==> src/rtl/osc_pick_pkg.sv <==
package osc_pick_pkg;

    typedef enum logic {
        ST_IDLE   = 1'b0,
        ST_SEARCH = 1'b1
    } srch_state_e;

    localparam logic [2:0] CODE_WIN_LO = 3'b010;
    localparam logic [2:0] CODE_WIN_HI = 3'b101;
    localparam logic [2:0] CODE_BOTTOM = 3'b000;

endpackage

==> src/rtl/osc_code_class.sv <==
module osc_code_class
    import osc_pick_pkg::*;
(
    input  logic [2:0] code_i,
    output logic       qual_o,
    output logic       step_down_o
);

    always_comb begin
        qual_o      = (code_i == CODE_WIN_LO) || (code_i == CODE_WIN_HI);
        step_down_o = (code_i == CODE_BOTTOM);
    end

endmodule

==> src/rtl/osc_settle_timer.sv <==
module osc_settle_timer #(
    parameter int SETTLE_W = 8
) (
    input  logic                clk,
    input  logic                rst_n,
    input  logic                load_i,
    input  logic [SETTLE_W-1:0] load_val_i,
    output logic                done_o
);

    logic [SETTLE_W-1:0] cnt_d, cnt_q;

    always_comb begin
        if (load_i) begin
            cnt_d = load_val_i;
        end else if (cnt_q != '0) begin
            cnt_d = cnt_q - 1'b1;
        end else begin
            cnt_d = cnt_q;
        end
    end

    always_ff @(posedge clk or negedge rst_n) begin
        if (!rst_n) begin
            cnt_q <= '0;
        end else begin
            cnt_q <= cnt_d;
        end
    end

    assign done_o = (cnt_q == '0);

endmodule

==> src/rtl/osc_search_fsm.sv <==
module osc_search_fsm
    import osc_pick_pkg::*;
#(
    parameter int NUM_VCO  = 24,
    parameter int IDX_W    = 5,
    parameter int SETTLE_W = 8,
    parameter int TRY_W    = 5
) (
    input  logic                clk,
    input  logic                rst_n,
    input  logic                start_i,
    input  logic                auto_i,
    input  logic [IDX_W-1:0]    init_idx_i,
    input  logic [SETTLE_W-1:0] settle_i,
    input  logic                qual_i,
    input  logic                step_down_i,
    input  logic                settle_done_i,
    output logic                tmr_load_o,
    output logic [SETTLE_W-1:0] tmr_val_o,
    output logic [IDX_W-1:0]    vco_idx_o,
    output logic [IDX_W-1:0]    chosen_idx_o,
    output logic                search_end_o,
    output logic                search_ok_o
);

    localparam logic [IDX_W-1:0] IDX_MAX   = IDX_W'(NUM_VCO - 1);
    localparam logic [TRY_W-1:0] TRY_LIMIT = TRY_W'(NUM_VCO);

    typedef struct packed {
        srch_state_e         st;
        logic [IDX_W-1:0]    idx;
        logic [IDX_W-1:0]    chosen;
        logic [TRY_W-1:0]    tries;
        logic [SETTLE_W-1:0] settle;
        logic                fin;
        logic                ok;
    } fsm_t;

    fsm_t s_d, s_q;
    logic launch;
    logic at_edge;
    logic give_up;

    always_comb begin
        s_d        = s_q;
        tmr_load_o = 1'b0;
        tmr_val_o  = s_q.settle;
        launch     = start_i && auto_i;
        at_edge    = step_down_i ? (s_q.idx == '0) : (s_q.idx == IDX_MAX);
        give_up    = (s_q.tries == TRY_LIMIT) || at_edge;

        if (launch) begin
            if (init_idx_i > IDX_MAX) begin
                s_d.st  = ST_IDLE;
                s_d.fin = 1'b1;
                s_d.ok  = 1'b0;
            end else begin
                s_d.st     = ST_SEARCH;
                s_d.idx    = init_idx_i;
                s_d.tries  = TRY_W'(1);
                s_d.settle = settle_i;
                s_d.fin    = 1'b0;
                s_d.ok     = 1'b0;
                tmr_load_o = 1'b1;
                tmr_val_o  = settle_i;
            end
        end else if (s_q.st == ST_SEARCH) begin
            if (settle_done_i) begin
                if (qual_i) begin
                    s_d.st     = ST_IDLE;
                    s_d.fin    = 1'b1;
                    s_d.ok     = 1'b1;
                    s_d.chosen = s_q.idx;
                end else if (give_up) begin
                    s_d.st  = ST_IDLE;
                    s_d.fin = 1'b1;
                    s_d.ok  = 1'b0;
                end else begin
                    s_d.idx    = step_down_i ? (s_q.idx - 1'b1) : (s_q.idx + 1'b1);
                    s_d.tries  = s_q.tries + 1'b1;
                    tmr_load_o = 1'b1;
                end
            end
        end else if (!auto_i) begin
            s_d.idx    = init_idx_i;
            s_d.chosen = init_idx_i;
        end
    end

    always_ff @(posedge clk or negedge rst_n) begin
        if (!rst_n) begin
            s_q.st     <= ST_IDLE;
            s_q.idx    <= '0;
            s_q.chosen <= '0;
            s_q.tries  <= '0;
            s_q.settle <= '0;
            s_q.fin    <= 1'b1;
            s_q.ok     <= 1'b0;
        end else begin
            s_q <= s_d;
        end
    end

    assign vco_idx_o    = s_q.idx;
    assign chosen_idx_o = s_q.chosen;
    assign search_end_o = s_q.fin;
    assign search_ok_o  = s_q.ok;

endmodule

==> src/rtl/osc_pick_ctrl.sv <==
module osc_pick_ctrl #(
    parameter int NUM_VCO  = 24,
    parameter int IDX_W    = 5,
    parameter int SETTLE_W = 8
) (
    input  logic                clk,
    input  logic                rst_n,
    input  logic                start_i,
    input  logic                auto_i,
    input  logic [IDX_W-1:0]    init_idx_i,
    input  logic [SETTLE_W-1:0] settle_i,
    input  logic [2:0]          adc_code_i,
    output logic [IDX_W-1:0]    vco_idx_o,
    output logic [IDX_W-1:0]    chosen_idx_o,
    output logic                search_end_o,
    output logic                search_ok_o
);

    localparam int TRY_W = $clog2(NUM_VCO + 1);

    logic                qual;
    logic                step_down;
    logic                settle_done;
    logic                tmr_load;
    logic [SETTLE_W-1:0] tmr_val;

    osc_code_class u_class (
        .code_i      (adc_code_i),
        .qual_o      (qual),
        .step_down_o (step_down)
    );

    osc_settle_timer #(
        .SETTLE_W (SETTLE_W)
    ) u_timer (
        .clk        (clk),
        .rst_n      (rst_n),
        .load_i     (tmr_load),
        .load_val_i (tmr_val),
        .done_o     (settle_done)
    );

    osc_search_fsm #(
        .NUM_VCO  (NUM_VCO),
        .IDX_W    (IDX_W),
        .SETTLE_W (SETTLE_W),
        .TRY_W    (TRY_W)
    ) u_fsm (
        .clk           (clk),
        .rst_n         (rst_n),
        .start_i       (start_i),
        .auto_i        (auto_i),
        .init_idx_i    (init_idx_i),
        .settle_i      (settle_i),
        .qual_i        (qual),
        .step_down_i   (step_down),
        .settle_done_i (settle_done),
        .tmr_load_o    (tmr_load),
        .tmr_val_o     (tmr_val),
        .vco_idx_o     (vco_idx_o),
        .chosen_idx_o  (chosen_idx_o),
        .search_end_o  (search_end_o),
        .search_ok_o   (search_ok_o)
    );

endmodule

==> config.mk <==
export PLATFORM = sky130hd
export DESIGN_NAME = osc_pick_ctrl
export DESIGN_NICKNAME = d
export VERILOG_FILES = /design/src/rtl/osc_pick_pkg.sv /design/src/rtl/osc_code_class.sv /design/src/rtl/osc_settle_timer.sv /design/src/rtl/osc_search_fsm.sv /design/src/rtl/osc_pick_ctrl.sv
export SDC_FILE = /design/constraint.sdc
export NUM_CORES = 1
export LEC_CHECK = 0
export ABC_CLOCK_PERIOD_IN_PS = 3300
export BUFFER_PORTS_ARGS = -buffer_cell sky130_fd_sc_hd__buf_2
export CAP_MARGIN = 40
export CORE_MARGIN = 3
export CORE_UTILIZATION = 40
export CTS_BUF_LIST = sky130_fd_sc_hd__clkbuf_4 sky130_fd_sc_hd__clkbuf_8 sky130_fd_sc_hd__clkbuf_16
export CTS_CLUSTER_DIAMETER = 60
export CTS_CLUSTER_SIZE = 20
export DETAILED_ROUTE_END_ITERATION = 8
export PLACE_DENSITY_LB_ADDON = 0.3
export SYNTH_ARGS = -nofsm -noshare
export SYNTH_HDL_FRONTEND = slang
export SYNTH_SLANG_ARGS = --single-unit
==> constraint.sdc <==
create_clock -name clk -period 3.3 [get_ports clk]
set_clock_uncertainty 0.1 [all_clocks]
set_input_delay 0.165 -clock clk [delete_from_list [all_inputs] [get_ports clk]]
set_output_delay 0.165 -clock clk [all_outputs]
set_load 0.005 [all_outputs]
==> flow_summary.ini, run 1 <==
[run_status]
outcome = completed

[setup_path]
crit_type = flip-flop to flip-flop
arrival_ns = 2.63
cp_num_buf_inv = 1
cpPeakStageDelay_ns = 0.43
cp_top_family = simple AND/OR/NAND/NOR gates
endpoint_kind = flip-flop
start_kind = flip-flop
path_cells = inv_1 > ha_1 > nor3b_1 > and3_1 > o211ai_4 > nand2_1 > mux2_2
worstPathMaxFanout = 11
critPathRequiredTime_ns = 3.38
slowest_stage = and3_1

[global_routing]
antenna_found_initial = 0
grt_use_total = 0.164
grt_pass1_vias = 1701
grt_pass1_wl_um = 7980
overflow = 0
grt_max_degree = 35

[placed_design]
gp_congestion = 0.776
place_hpwl_um = 3210
numPortBuffers = 31
dp_slack_ns = 0.795

[synthesis]
ys_ff_latch = 34
syn-cell-area_sq_um = 2100
synth_cell_type_count = 54
ys.flop_type = dfrtp_1
synth-async-reset-ratio = 1.00
synth-edff-count = 0
ys_seq_area_frac = 0.406
syn_inst = 221
syn-num-nets = 247
yosys_warnings = 0
synth.avg_cell_area_sq_um = 9.49

[power]
cell_internal_pwr_mw = 0.973
vdd_drop_max_mv = 0.424
p_seq_frac = 0.433
p_per_area_nw_per_um2 = 616
p_leak_nw = 1.08
combPwrFrac = 0.311
p_switching_mw = 0.507
p_sw_frac = 0.343
clkPwrFrac = 0.256

[timing]
period_share = 0.774
max_freq_mhz = 392
finalHoldViolations = 0
layout_setup_ws_ns = 0.746
slew_headroom = 0.483
report.final.setup_viol = 0
tightest_slew_ns = 0.775
setup_tns_ns = 0
rsz0062_at_grt = false
final_max_slew_viol_count = 0
layout_min_cycle_time_ns = 2.55

[clocking]
cts_buffers = 5
h-tree-depth = 2
cts_num_sinks = 34
cts.path.max_buffers = 2
root_buffer = clkbuf_8
clock_latency_ns = 0.29
clkSlewWorstSetupHoldPaths_ns = 0.08
cts_tree = built

[route]
vias = 1749
drc = 0
routed_wl_um = 4520
viasPerCell = 5.52
drtAntennaViolNets = 0
wl_per_cell_um = 14.3
dr.pass1.iters = 6
drtIter0Drc = 94

[layout]
fin_nets = 275
layout_common_cells = dfrtp_1 (33), buf_2 (31), nand2_1 (30)
n_antenna_cell = 0
syn_to_final_growth_pct = 14.6
drive_gt1_frac = 0.220
fillCellCount = 510
final_common_cell = dfrtp_1

[floorplan]
die_area_sq_um = 6150
dieWidth_um = 78.4
core_area_sq_um = 4880
boundaryPins = 32
fp-row-count = 25
start_util = 0.430
die_y_um = 78.4

[flow_run]
drv_cap = 0

[min_path]
hp-class = primary input to flip-flop
-- power groups by stage --
| stage | logic (mW) | registers (mW) | clock network (mW) |
|---|---|---|---|
| finish | 0.460 | 0.642 | 0.379 |
| global route | 0.525 | 0.663 | 0.406 |
| CTS | 0.463 | 0.642 | 0.390 |
| detailed placement | 0.453 | 0.649 | 0 |
| global placement | 0.445 | 0.646 | 0 |
| floorplan | 0.395 | 0.610 | 0 |
-- routing by layer --
layer  vias up  GRT usage  wire [um]  share of wire
met5         -          0          0              0
met3         7     0.0413        254          0.056
met4         0     0.0664         72          0.016
met2        51      0.266       2150           0.48
li1        844          -          -              -
met1       847      0.208       2040           0.45
-- flip-flops by register name, summed over array words and instances, names as in the netlist --
register	cells
u_fsm.chosen_idx_o	5
u_fsm.s_q	14
u_fsm.search_end_o	1
u_fsm.search_ok_o	1
u_fsm.vco_idx_o	5
u_timer.cnt_q	8
-- path summary, 6_finish.rpt --
check | to | from | cells after the start | slack [ns]
setup / recovery | u_timer.cnt_q[1]$_DFFE_PN0P_ | u_timer.cnt_q[0]$_DFFE_PN0P_ | 7 | 0.75
hold / removal | u_fsm.vco_idx_o[2]$_DFFE_PN0P_ | init_idx_i[2] | 3 | 0.02
setup reg to reg | u_timer.cnt_q[1]$_DFFE_PN0P_ | u_timer.cnt_q[0]$_DFFE_PN0P_ | 7 | 0.75
hold reg to reg | u_fsm.s_q[6]$_DFFE_PN0P_ | u_fsm.s_q[6]$_DFFE_PN0P_ | 2 | 0.38
max in group asynchronous | u_fsm.s_q[5]$_DFFE_PN0P_ | rst_n | 2 | 2.22
min in group asynchronous | u_fsm.chosen_idx_o[2]$_DFFE_PN0P_ | rst_n | 2 | 0.38
-- Yosys cell counts (2+ instances only) --
cell type  number  share of area
a21o_1          5          0.018
a21oi_1        16          0.038
a31oi_1         9          0.027
buf_4          10          0.036
buf_6           2          0.011
clkbuf_1        6          0.011
dfrtp_1        33           0.39
ha_1            6          0.036
inv_1           9          0.016
mux2_1          2          0.011
mux2_2          6          0.032
mux2i_1         2         0.0095
nand2_1        30          0.054
nand2b_1        3         0.0090
nand3_1         6          0.014
nor2_1          9          0.016
nor2b_1         3         0.0090
nor3_1          5          0.012
nor3b_1         3          0.011
nor4_1          2         0.0060
o2111ai_1       2         0.0084
o211ai_1        2         0.0072
o21a_1          2         0.0072
o21ai_0        10          0.024
or3_1           3         0.0090
xnor2_1         6          0.025
xor2_1          2         0.0084
-- cell families (layout without fill, tap and decap cells) --
family,Yosys count,count (layout),share of synthesized area
mux,10,10,0.0525
buf+inv,27,56,0.0734
xor+xnor,8,8,0.0334
fa+ha+maj,6,6,0.0358
flops,34,34,0.406
simple gates,76,76,0.195
compound gates,60,60,0.204
-- layout make-up --
class | instances | area [sq um] | share of cell area
Clock buffer | 5 | 68.8 | 0.0286
Multi-Input combinational cell | 160 | 1090 | 0.454
Clock inverter | 3 | 40.0 | 0.0167
Inverter | 9 | 33.8 | 0.0141
Timing Repair Buffer | 39 | 233 | 0.0969
Tap cell | 67 | 83.8 | 0.0349
Sequential cell | 34 | 852 | 0.355
-- through the flow --
stage           util  total power, mW  hold WS (ns)  cell area [sq um]  cells
6_report       0.492             1.48        0.0238               2400    317
5_1_grt        0.492             1.59        0.0402               2400    317
4_1_cts        0.492             1.50        0.0195               2400    317
3_5_place_dp   0.456             1.10         0.186               2220    302
3_3_place_gp   0.456             1.09         0.181               2220    302
2_1_floorplan      -             1.00        -0.231               2100    221
-- worst register-to-register path, cell delays in order (launching register included) --
cell and delay, ns:
dfrtp_1 0.40, inv_1 0.10, ha_1 0.18, nor3b_1 0.41
and3_1 0.43, o211ai_4 0.19, nand2_1 0.25, mux2_2 0.37
-- what timing repair did --
item	in CTS	in global routing
buffers inserted	0	0
setup endpoints to repair	0	0
hold endpoints to repair	39	0
hold buffers	7	0
gates resized for setup	0	0
No activity file was read; power rests on OpenSTA's default activity.
==> run 2, diff against run 1 <==
--- a/config.mk
+++ b/config.mk
@@ -5,7 +5,7 @@
 export SDC_FILE = /design/constraint.sdc
 export NUM_CORES = 1
 export LEC_CHECK = 0
-export ABC_CLOCK_PERIOD_IN_PS = 3300
+export ABC_CLOCK_PERIOD_IN_PS = 2650
 export BUFFER_PORTS_ARGS = -buffer_cell sky130_fd_sc_hd__buf_2
 export CAP_MARGIN = 40
 export CORE_MARGIN = 3
==> constraint.sdc (replaced) <==
create_clock -name clk -period 2.65 [get_ports clk]
set_clock_uncertainty 0.1 [all_clocks]
set_input_delay 0.1325 -clock clk [delete_from_list [all_inputs] [get_ports clk]]
set_output_delay 0.1325 -clock clk [all_outputs]
set_load 0.005 [all_outputs]
==> flow_summary.ini, run 2 (synthesis gave the netlist of run 1 again) <==
[run_status]
outcome = completed

[clocking]
root_buffer = clkbuf_8
cts_num_sinks = 34
clkSlewWorstSetupHoldPaths_ns = 0.07
cts-resized-gates = 0
cts_tree = built
cts.path.max_buffers = 2
h-tree-depth = 2
cts_buffers = 5
clock_latency_ns = 0.28

[floorplan]
boundaryPins = 32
fp-row-count = 25
dieWidth_um = 78.4
core_area_sq_um = 4880
die_area_sq_um = 6150
start_util = 0.430
die_y_um = 78.4

[global_routing]
grt_max_degree = 35
grt_pass1_wl_um = 8050
grt_use_total = 0.166
overflow = 0
grt_pass1_vias = 1721
antenna_found_initial = 0

[timing]
tightest_slew_ns = 0.759
max_freq_mhz = 430
holdWs_ns = 0.00828
layout_min_cycle_time_ns = 2.32
slew_headroom = 0.494
final_max_slew_viol_count = 0
rsz0062_at_grt = false
finalHoldViolations = 0
period_share = 0.877
report.final.setup_viol = 0
setup_tns_ns = 0

[setup_path]
start_kind = flip-flop
crit_type = flip-flop to flip-flop
critPathRequiredTime_ns = 2.72
worstPathMaxFanout = 11
path_cells = inv_1 > ha_1 > nor3b_1 > and3_1 > o211ai_4 > nand2_1 > mux2_2
endpoint_kind = flip-flop
slowest_stage = dfrtp_1
cp_num_buf_inv = 1
arrival_ns = 2.40
cp_top_family = simple AND/OR/NAND/NOR gates
cpPeakStageDelay_ns = 0.41

[power]
p_per_area_nw_per_um2 = 727
vdd_drop_max_mv = 0.487
p_leak_nw = 1.11

[route]
dr.pass1.iters = 4
drtIter0Drc = 79
vias = 1742
routed_wl_um = 4550
drtAntennaViolNets = 0
drc = 0
viasPerCell = 5.38
wl_per_cell_um = 14.1

[layout]
syn_to_final_growth_pct = 16.0
layout_common_cells = dfrtp_1 (33), buf_2 (31), nand2_1 (30)
final_common_cell = dfrtp_1
reg_top3 = u_fsm.s_q: 14 flops, u_timer.cnt_q: 8 flops
top_register = u_fsm.s_q
fin_util = 0.498
fin_cells = 324
largest_reg_flops = 14
fin_nets = 283
n_antenna_cell = 0
fin_area_sq_um = 2430
drive_gt1_frac = 0.241

[flow_run]
drv_cap = 0

[placed_design]
place_hpwl_um = 3410
numPortBuffers = 31
gp_congestion = 0.829
numPlacedInstances = 310
place_area_sq_um = 2280

[min_path]
hp-class = primary input to flip-flop
run 2: cell count changes in the layout (fill, tap and decap cells not counted), sizes merged:
cell	delta
buf	+8
bufinv	-1
run 2: metrics by stage:
stage          worst slack [ns]  total power, mW
6_report                  0.325             1.77
5_1_grt                   0.118             1.91
4_1_cts                   0.307             1.79
2_1_floorplan             0.501             1.25
3_3_place_gp              0.394             1.40
3_5_place_dp              0.337             1.41
run 2: power by group:
group | switching [mW] | internal, mW
Clock | 0.189 | 0.176
Sequential | 0.128 | 0.648
Combinational | 0.311 | 0.316
Total | 0.628 | 1.14
run 2: path summary, 6_finish.rpt:
kind	startpoint	to	slack, ns	depth (start not counted)
hold / removal	settle_i[7]	u_fsm.s_q[9]$_DFFE_PN0P_	0.008	2
min in group asynchronous	rst_n	u_fsm.chosen_idx_o[0]$_DFFE_PN0P_	0.35	2
max in group asynchronous	rst_n	u_timer.cnt_q[3]$_DFFE_PN0P_	1.61	2
setup / recovery	u_timer.cnt_q[0]$_DFFE_PN0P_	u_timer.cnt_q[0]$_DFFE_PN0P_	0.33	7
setup reg to reg	u_timer.cnt_q[0]$_DFFE_PN0P_	u_timer.cnt_q[0]$_DFFE_PN0P_	0.33	7
hold reg to reg	u_fsm.s_q[6]$_DFFE_PN0P_	u_fsm.s_q[6]$_DFFE_PN0P_	0.38	2
run 2: final cells by class:
cell class | count | area, sq um
clock buffer | 5 | 68.8
clock inverter | 2 | 10.0
fill | 486 | 2450
inverter | 9 | 33.8
multi-input combinational | 160 | 1090
sequential | 34 | 852
tap | 67 | 83.8
timing repair buffer | 47 | 293
run 2: repair_timing:
item	4_1_cts	5_1_grt
hold buffers	7	0
endpoints found under the setup margin	0	0
buffers inserted	0	0
endpoints found under the hold margin	39	0
run 2: routing by layer:
| layer | GRT usage | part of all wire |
|---|---|---|
| met5 | 0 | 0 |
| met4 | 0.0524 | 0.011 |
| met2 | 0.289 | 0.51 |
| met3 | 0.0378 | 0.046 |
| met1 | 0.204 | 0.44 |
run 2: worst reg2reg max path: cells and delay by family, from the launching register on:
family / cells / cell delay [ns]
adder cells (fa/ha/maj): 1 / 0.18
AND/OR/NAND/NOR: 3 / 0.88
AO/OA/AOI/OAI: 1 / 0.20
buffers and inverters: 1 / 0.09
multiplexers: 1 / 0.36
flip-flops: 1 / 0.41
